**config.mk**
```make
export PLATFORM = sky130hd
export DESIGN_NAME = mwire_eeprom
export DESIGN_NICKNAME = d
export VERILOG_FILES = /design/src/rtl/mwire_pkg.sv /design/src/rtl/mwire_sync.sv /design/src/rtl/mwire_store.sv /design/src/rtl/mwire_ctrl.sv /design/src/rtl/mwire_eeprom.sv
export SDC_FILE = /design/constraint.sdc
export NUM_CORES = 1
export LEC_CHECK = 0
export BUFFER_PORTS_ARGS = -buffer_cell sky130_fd_sc_hd__buf_2
export CAP_MARGIN = 25
export CORE_MARGIN = 2
export CORE_UTILIZATION = 35
export DETAILED_ROUTE_END_ITERATION = 12
export GPL_ROUTABILITY_DRIVEN = 0
export RECOVER_POWER = 25
export SYNTH_ARGS = -nofsm -noshare
export SYNTH_HDL_FRONTEND = slang
export SYNTH_SLANG_ARGS = --single-unit
```
**constraint.sdc**
```tcl
create_clock -name clk -period 5 [get_ports clk]
set_clock_uncertainty 0.1 [all_clocks]
set_input_delay 0.25 -clock clk [delete_from_list [all_inputs] [get_ports clk]]
set_output_delay 0.25 -clock clk [all_outputs]
set_load 0.05 [all_outputs]
```
**src/rtl/mwire_pkg.sv**
```systemverilog
package mwire_pkg;
  typedef enum logic [1:0] {
    OPC_SPECIAL = 2'b00,
    OPC_WRITE   = 2'b01,
    OPC_READ    = 2'b10,
    OPC_ERASE   = 2'b11
  } mw_opc_e;

  typedef enum logic [2:0] {
    ST_IDLE,
    ST_OPC,
    ST_ADDR,
    ST_DATA,
    ST_READ,
    ST_SKIP,
    ST_BUSY
  } mw_state_e;

  localparam logic [1:0] SP_DISABLE = 2'b00;
  localparam logic [1:0] SP_WRALL   = 2'b01;
  localparam logic [1:0] SP_ERALL   = 2'b10;
  localparam logic [1:0] SP_ENABLE  = 2'b11;
endpackage

```
**src/rtl/mwire_sync.sv**
```systemverilog
module mwire_sync #(
  parameter int WIDTH  = 3,
  parameter int STAGES = 2
) (
  input  logic             clk,
  input  logic             rst,
  input  logic [WIDTH-1:0] d_i,
  output logic [WIDTH-1:0] q_o
);
  logic [WIDTH-1:0] stage_q [STAGES];

  always_ff @(posedge clk) begin
    if (rst) begin
      for (int s = 0; s < STAGES; s++) stage_q[s] <= '0;
    end else begin
      stage_q[0] <= d_i;
      for (int s = 1; s < STAGES; s++) stage_q[s] <= stage_q[s-1];
    end
  end

  assign q_o = stage_q[STAGES-1];
endmodule

```
**src/rtl/mwire_store.sv**
```systemverilog
module mwire_store #(
  parameter int AW = 6,
  parameter int DW = 16
) (
  input  logic          clk,
  input  logic          we,
  input  logic [1:0]    be,
  input  logic [AW-1:0] waddr,
  input  logic [DW-1:0] wdata,
  input  logic [AW-1:0] raddr,
  output logic [DW-1:0] rdata
);
  localparam int DEPTH = 1 << AW;
  localparam int HALF  = DW / 2;

  logic [DW-1:0] mem [DEPTH];

  always_ff @(posedge clk) begin
    if (we) begin
      for (int l = 0; l < 2; l++)
        if (be[l]) mem[waddr][l*HALF +: HALF] <= wdata[l*HALF +: HALF];
    end
    rdata <= mem[raddr];
  end
endmodule

```
**src/rtl/mwire_ctrl.sv**
```systemverilog
module mwire_ctrl
  import mwire_pkg::*;
#(
  parameter int A16_BITS    = 6,
  parameter int PROG_CYCLES = 1000
) (
  input  logic                clk,
  input  logic                rst,
  input  logic                cs_s,
  input  logic                sk_s,
  input  logic                di_s,
  input  logic                org16,
  output logic                mem_we,
  output logic [1:0]          mem_be,
  output logic [A16_BITS-1:0] mem_waddr,
  output logic [15:0]         mem_wdata,
  output logic [A16_BITS-1:0] mem_raddr,
  input  logic [15:0]         mem_rdata,
  output logic                dout,
  output logic                dout_oe
);
  localparam int A8_BITS = A16_BITS + 1;
  localparam int WORDS   = 1 << A16_BITS;
  localparam int PC_W    = $clog2(PROG_CYCLES + 1);
  localparam int BC_W    = 5;

  mw_state_e           st;
  mw_opc_e             opc;
  logic                sk_d, cs_d;
  logic [BC_W-1:0]     bcnt;
  logic [14:0]         shin;
  logic                wen, busy, arm, show, rd_oe, rd_lane, rd_org;
  logic [1:0]          rd_pend;
  logic [15:0]         shout;
  logic                pg_all, pg_org;
  logic [15:0]         pg_data;
  logic [A8_BITS-1:0]  pg_addr;
  logic [PC_W-1:0]     pcnt;

  logic                sk_rise, cs_rise, step;
  logic [BC_W-1:0]     last_abit, last_dbit;
  logic [A8_BITS-1:0]  addr_now;
  logic [15:0]         data_now;
  logic [1:0]          top2;
  logic                addr_done, data_done, erase_go, data_go;

  always_comb begin
    sk_rise   = sk_s & ~sk_d;
    cs_rise   = cs_s & ~cs_d;
    step      = cs_s & sk_rise & (st != ST_BUSY);
    last_abit = org16 ? BC_W'(A16_BITS - 1) : BC_W'(A8_BITS - 1);
    last_dbit = org16 ? BC_W'(15) : BC_W'(7);
    addr_now  = {shin[A8_BITS-2:0], di_s};
    data_now  = {shin, di_s};
    top2      = org16 ? addr_now[A16_BITS-1 -: 2] : addr_now[A8_BITS-1 -: 2];
    addr_done = step && (st == ST_ADDR) && (bcnt == last_abit);
    data_done = step && (st == ST_DATA) && (bcnt == last_dbit);
    erase_go  = addr_done && wen &&
                ((opc == OPC_ERASE) || (opc == OPC_SPECIAL && top2 == SP_ERALL));
    data_go   = data_done && wen;
  end

  // memory write port, driven during the self-timed cycle
  always_comb begin
    mem_we    = busy && (pg_all ? (int'(pcnt) < WORDS) : (pcnt == '0));
    mem_waddr = pg_all ? pcnt[A16_BITS-1:0]
              : (pg_org ? pg_addr[A16_BITS-1:0] : pg_addr[A8_BITS-1:1]);
    mem_be    = (pg_all || pg_org) ? 2'b11 : (pg_addr[0] ? 2'b01 : 2'b10);
    mem_wdata = pg_data;
  end

  always_ff @(posedge clk) begin
    if (rst) begin
      st <= ST_IDLE; opc <= OPC_SPECIAL; sk_d <= 1'b0; cs_d <= 1'b0;
      bcnt <= '0; shin <= '0; wen <= 1'b0; busy <= 1'b0; arm <= 1'b0;
      show <= 1'b0; rd_oe <= 1'b0; rd_lane <= 1'b0; rd_org <= 1'b0;
      rd_pend <= '0; shout <= '0; pg_all <= 1'b0; pg_org <= 1'b0;
      pg_data <= '0; pg_addr <= '0; pcnt <= '0; mem_raddr <= '0;
      dout <= 1'b0; dout_oe <= 1'b0;
    end else begin
      sk_d    <= sk_s;
      cs_d    <= cs_s;
      rd_pend <= {rd_pend[0], 1'b0};
      dout_oe <= cs_s & (rd_oe | show);
      if (rd_pend[1])
        shout <= rd_org ? mem_rdata
                        : {(rd_lane ? mem_rdata[7:0] : mem_rdata[15:8]), 8'h00};
      if (show) dout <= ~busy;
      if (busy) begin
        pcnt <= pcnt + 1'b1;
        if (pcnt == PC_W'(PROG_CYCLES - 1)) begin
          busy <= 1'b0;
          st   <= ST_IDLE;
        end
      end
      if (!cs_s) begin
        show  <= 1'b0;
        rd_oe <= 1'b0;
        if (st != ST_BUSY) st <= ST_IDLE;
      end else begin
        if (cs_rise && arm) show <= 1'b1;
        if (step) begin
          unique case (st)
            ST_IDLE: if (di_s) begin
              st <= ST_OPC; bcnt <= '0; arm <= 1'b0; show <= 1'b0;
            end
            ST_OPC: begin
              opc  <= mw_opc_e'({opc[0], di_s});
              bcnt <= bcnt + 1'b1;
              if (bcnt == BC_W'(1)) begin st <= ST_ADDR; bcnt <= '0; end
            end
            ST_ADDR: begin
              shin <= data_now[14:0];
              bcnt <= bcnt + 1'b1;
              if (addr_done) begin
                bcnt    <= '0;
                pg_all  <= (opc == OPC_SPECIAL);
                pg_addr <= org16 ? {1'b0, addr_now[A16_BITS-1:0]} : addr_now;
                st      <= ST_SKIP;
                unique case (opc)
                  OPC_READ: begin
                    mem_raddr <= org16 ? addr_now[A16_BITS-1:0] : addr_now[A8_BITS-1:1];
                    rd_lane   <= addr_now[0];
                    rd_org    <= org16;
                    rd_pend   <= 2'b01;
                    rd_oe     <= 1'b1;
                    dout      <= 1'b0;
                    st        <= ST_READ;
                  end
                  OPC_WRITE: st <= ST_DATA;
                  OPC_ERASE: ;
                  OPC_SPECIAL: begin
                    if (top2 == SP_ENABLE)  wen <= 1'b1;
                    if (top2 == SP_DISABLE) wen <= 1'b0;
                    if (top2 == SP_WRALL)   st  <= ST_DATA;
                  end
                endcase
              end
            end
            ST_DATA: begin
              shin <= data_now[14:0];
              bcnt <= bcnt + 1'b1;
              if (data_done) st <= ST_SKIP;
            end
            ST_READ: begin
              dout  <= shout[15];
              shout <= {shout[14:0], 1'b0};
            end
            default: ;
          endcase
          if (erase_go || data_go) begin
            st      <= ST_BUSY;
            busy    <= 1'b1;
            pcnt    <= '0;
            arm     <= 1'b1;
            pg_org  <= org16;
            pg_data <= erase_go ? 16'hFFFF
                     : (org16 ? data_now : {data_now[7:0], data_now[7:0]});
          end
        end
      end
    end
  end


  wen_gate_chk: assert property (@(posedge clk) disable iff (rst)
    mem_we |-> wen);

  wen_reset_chk: assert property (@(posedge clk) disable iff (rst)
    $past(rst) |-> !wen);

  oe_off_chk: assert property (@(posedge clk) disable iff (rst)
    !cs_s |=> !dout_oe);

  busy_len_chk: assert property (@(posedge clk) disable iff (rst)
    $fell(busy) |-> $past(pcnt) == PC_W'(PROG_CYCLES - 1));

  status_busy_chk: assert property (@(posedge clk) disable iff (rst)
    ($past(show) && $past(busy)) |-> !dout);

  drive_excl_chk: assert property (@(posedge clk) disable iff (rst)
    $onehot0({rd_oe, show}));
endmodule

```
**src/rtl/mwire_eeprom.sv**
```systemverilog
module mwire_eeprom #(
  parameter int A16_BITS    = 6,
  parameter int PROG_CYCLES = 1000
) (
  input  logic clk,
  input  logic rst,
  input  logic cs_i,
  input  logic sk_i,
  input  logic di_i,
  input  logic org16_i,
  output logic do_o,
  output logic do_oe_o
);
  logic [2:0]          pins_s;
  logic                mem_we;
  logic [1:0]          mem_be;
  logic [A16_BITS-1:0] mem_waddr, mem_raddr;
  logic [15:0]         mem_wdata, mem_rdata;

  mwire_sync #(.WIDTH(3), .STAGES(2)) u_sync (
    .clk (clk),
    .rst (rst),
    .d_i ({cs_i, sk_i, di_i}),
    .q_o (pins_s)
  );

  mwire_ctrl #(.A16_BITS(A16_BITS), .PROG_CYCLES(PROG_CYCLES)) u_ctrl (
    .clk       (clk),
    .rst       (rst),
    .cs_s      (pins_s[2]),
    .sk_s      (pins_s[1]),
    .di_s      (pins_s[0]),
    .org16     (org16_i),
    .mem_we    (mem_we),
    .mem_be    (mem_be),
    .mem_waddr (mem_waddr),
    .mem_wdata (mem_wdata),
    .mem_raddr (mem_raddr),
    .mem_rdata (mem_rdata),
    .dout      (do_o),
    .dout_oe   (do_oe_o)
  );

  mwire_store #(.AW(A16_BITS), .DW(16)) u_store (
    .clk   (clk),
    .we    (mem_we),
    .be    (mem_be),
    .waddr (mem_waddr),
    .wdata (mem_wdata),
    .raddr (mem_raddr),
    .rdata (mem_rdata)
  );
endmodule

```
==> results.sh <==
export IMPL_status="finished, violations left"
export IMPL_violations="max-capacitance violations, max-slew violations"
export IMPL_hold_depth=3
export IMPL_dp_cells=3975
export IMPL_core_area_um2=126000
export IMPL_max_vdd_ir_drop_v=0.000302
export IMPL_endpoint_kind="flop"
export IMPL_clk_pin_slew_worst_paths_ns=0.06
export IMPL_synth_top_cell_by_area="edfxtp_1"
export IMPL_synth_nets=2444
export IMPL_ant_nets=0
export IMPL_ioPinCount=8
export IMPL_met3_length_um=7360
export IMPL_overflow=0
export IMPL_grt_pass1_wl_um=160000
export IMPL_post_cts_buffers=0
export IMPL_drv_slew=905
export IMPL_cts_buffers=113
export IMPL_avgRoutedWirePerCell_um=25.8
export IMPL_crit_fanout=18
export IMPL_required_ns=5.23
export IMPL_first_iter_violations=2711
export IMPL_syn_avg_cell_area_um2=18.4
export IMPL_drv_cap=14
export IMPL_fin_cells=4197
export IMPL_synth_edff_count=1024
export IMPL_hold_viol_final=0
export IMPL_netlist_top_cells_area="edfxtp_1, mux4_2, dfxtp_1"
export IMPL_grt_max_degree=94
export IMPL_cts_sinks=1141
export IMPL_insertion_delay_ns=0.71
export IMPL_min_from="di_i"
export IMPL_power_switching_mw=3.59
export IMPL_synth_flop_cell="edfxtp_1"
export IMPL_synth_top_area_share_pct=68.9
export IMPL_yosysUniqueCellTypes=73
export IMPL_yosysSeqAreaShare_pct=74.2
export IMPL_fin_area_um2=50200
export IMPL_power_density_nw_per_um2=377
export IMPL_track_usage_pct=16.4
export IMPL_synthesis_instances=2431
export IMPL_start_util_pct=35.4
export IMPL_finalSetupTns_ns=0
export IMPL_wl_met1_um=45600
export IMPL_seqPwrFrac_pct=54.1
export IMPL_p_sw_share_pct=19.0
export IMPL_maxSlewHeadroom_pct=-126
export IMPL_rsz0062_at_grt="no"
export IMPL_dpl_hpwl_um=66100
export IMPL_rows=130
export IMPL_r2r_start="u_ctrl.pg_all"
export IMPL_top_layer_used="met4"
export IMPL_drt_pass1_iterations=6
export IMPL_worst_slew_pin_slew_ns=3.39
export IMPL_p_leak_nw=17.6
export IMPL_post_route_period_util_pct=75.3
export IMPL_nets=2459
export IMPL_crit_arrival_ns=4.00
export IMPL_internal_power_mw=15.3
export IMPL_combPwrFrac_pct=0.2
export IMPL_cts_buffer_depth=3
export IMPL_grt_pass1_vias=23300
export IMPL_critPathLaunchType="flop"
export IMPL_hold_end="u_sync.stage_q[0][0]"
export IMPL_met2_length_um=52600
export IMPL_timing_rr_end="u_store.mem[50][4]"
export IMPL_cts_root_buf="clkbuf_16"
export IMPL_async_flop_share_pct=0
export IMPL_p_clk_share_pct=45.8
export IMPL_ys_ff_latch=1141
export IMPL_die_x_um=361
export IMPL_synthToLayoutAreaGrowth_pct=12.5
export IMPL_die_y_um=361
export IMPL_min_path_type="primary input to flop"
export IMPL_slowest_delay_ns=0.92
export IMPL_ys_warn_count=0
export IMPL_crit_slowest_cell="nor2_1"
export IMPL_htree_num_levels=3
export IMPL_final_min_clock_period_ns=3.77
export IMPL_cts_tree="done"
export IMPL_syn_area_um2=44600
export IMPL_worstSetupPathType="flop to flop"
export IMPL_dpl_cell_area_um2=46300
export IMPL_drcViolationCount=0
export IMPL_die_area_um2=130000
export IMPL_worst_hold_slack_ns=0.219
export IMPL_fmax_mhz=265
export IMPL_avgViaCountPerCell=5.52
export IMPL_r2r_setup_slack_ns=1.23
export IMPL_antenna_found_initial=1
export IMPL_num_vias=23200
export IMPL_io_buffer_count=7
export IMPL_r2r_cells=4
export IMPL_drt_wl_total_um=108000
export IMPL_setup_viol=0
export IMPL_cp_cell_sequence="a21oi_1, nor3_2, nand4_1, nor2_1"
export IMPL_design_power_total_mw=18.9
export IMPL_layout_drive_gt1_share_pct=19.5
export IMPL_antenna_cells=0
[final cells by class]
cell class | count | area [um2]
multi-input cells | 1141 | 10800
clock inverters | 57 | 661
repair buffers | 38 | 372
flip-flops and latches | 1141 | 33100
clock buffers | 159 | 3160
well taps | 1650 | 2060
inverters | 11 | 41.3
fillers | 11100 | 75900
[metrics by stage]
step	util, %	setup WS [ns]
2_1_floorplan	-	2.59
3_5_place_dp	36.8	1.33
6_report	39.8	1.23
5_1_grt	39.8	1.09
3_3_place_gp	36.7	1.45
4_1_cts	39.8	1.31
[synthesized netlist by cell type (all sizes together), types with 3 or more instances]
cell / count
edfxtp: 1024
mux4: 238
nor2: 204
nand2: 136
dfxtp: 117
a21oi: 93
buf: 81
clkbuf: 57
mux2i: 45
o21ai: 39
mux2: 35
o22ai: 34
nor2b: 33
nor3: 33
a22oi: 29
nand3: 25
o221ai: 23
o211ai: 17
a211oi: 16
nand2b: 13
a31oi: 12
inv: 11
nand4: 10
a2111oi: 9
o22a: 9
o41ai: 9
ha: 7
xor2: 7
a221oi: 6
nand3b: 6
and2: 5
and4: 4
and3: 3
nor3b: 3
nor4: 3
o21a: 3
xnor2: 3
[layout by cell type (no fill, tap or decap), drive strengths merged, types with 10 or more instances in the layout]
cell / synthesis / routed
inv: 11 / 18
mux4: 238 / 238
o211ai: 17 / 17
a21oi: 93 / 93
nor2: 204 / 204
a211oi: 16 / 16
o21ai: 39 / 39
mux2: 35 / 35
o221ai: 23 / 23
clkbuf: 57 / 163
a22oi: 29 / 29
nand4: 10 / 10
mux2i: 45 / 45
clkinv: 0 / 30
buf: 81 / 30
nand2: 136 / 136
o22ai: 34 / 34
edfxtp: 1024 / 1024
bufinv: 0 / 13
nor3: 33 / 33
nand2b: 13 / 13
nand3: 25 / 25
a31oi: 12 / 12
nor2b: 33 / 33
dfxtp: 117 / 117
[repair_timing]
action                    4_1_cts  5_1_grt
resized for setup               0        0
hold endpoints to repair        6        0
hold buffers                    4        0
[how the worst max path moves through the flow]
stage | start | to | slack, ns | cells past startpoint
2_1_floorplan | u_ctrl.pg_org | u_store.mem[24][0] | 2.59 | 7
3_3_place_gp | u_ctrl.pg_all | u_store.mem[58][7] | 1.45 | 4
3_5_place_dp | u_ctrl.pg_all | u_store.mem[50][7] | 1.33 | 4
4_1_cts | u_ctrl.pg_all | u_store.mem[50][2] | 1.31 | 4
5_1_grt | u_ctrl.pg_all | u_store.mem[18][0] | 1.09 | 4
6_report | u_ctrl.pg_all | u_store.mem[50][4] | 1.23 | 4
[cell families after synthesis]
group | count (synthesis) | share of synthesized area (%)
and+or+nand+nor | 493 | 5.10
muxes | 318 | 14.0
DFF | 1141 | 74.2
buffers and inverters | 149 | 1.71
xor gates and xnor gates | 10 | 0.196
adders and majority gates | 7 | 0.196
AOI/OAI and AO/OA | 313 | 4.66
[critical path: cells and delay by family, from the launching register on]
family	cells	cell delay, ns
AO/OA/AOI/OAI	1	0.21
flip-flops	1	0.77
AND/OR/NAND/NOR	3	2.31
[state kept, by name, summed over array words and instances (netlist names), 6 cells and up]
name,cells
u_ctrl.shout,16
u_store.mem,1024
u_sync.stage_q,6
u_store.rdata,16
u_ctrl.pg_addr,7
u_ctrl.shin,15
u_ctrl.mem_raddr,6
u_ctrl.mem_wdata,16
u_ctrl.pcnt,10
[power groups by stage]
| stage | sequential [mW] | clock, mW | combinational (mW) |
|---|---|---|---|
| 2_1_floorplan | 10.4 | 0 | 0.0216 |
| 3_5_place_dp | 10.4 | 0 | 0.0265 |
| 6_report | 10.2 | 8.66 | 0.0291 |
| 4_1_cts | 10.2 | 8.78 | 0.0291 |
| 3_3_place_gp | 10.4 | 0 | 0.0258 |
| 5_1_grt | 10.2 | 9.16 | 0.0314 |
[per-layer routing]
layer | GRT usage (%) | vias up
met5 | 0 | -
met4 | 5.00 | 0
met3 | 2.60 | 153
met2 | 26.8 | 975
met1 | 22.7 | 12200
li1 | - | 9861
Power figures use the tool's default switching activity.
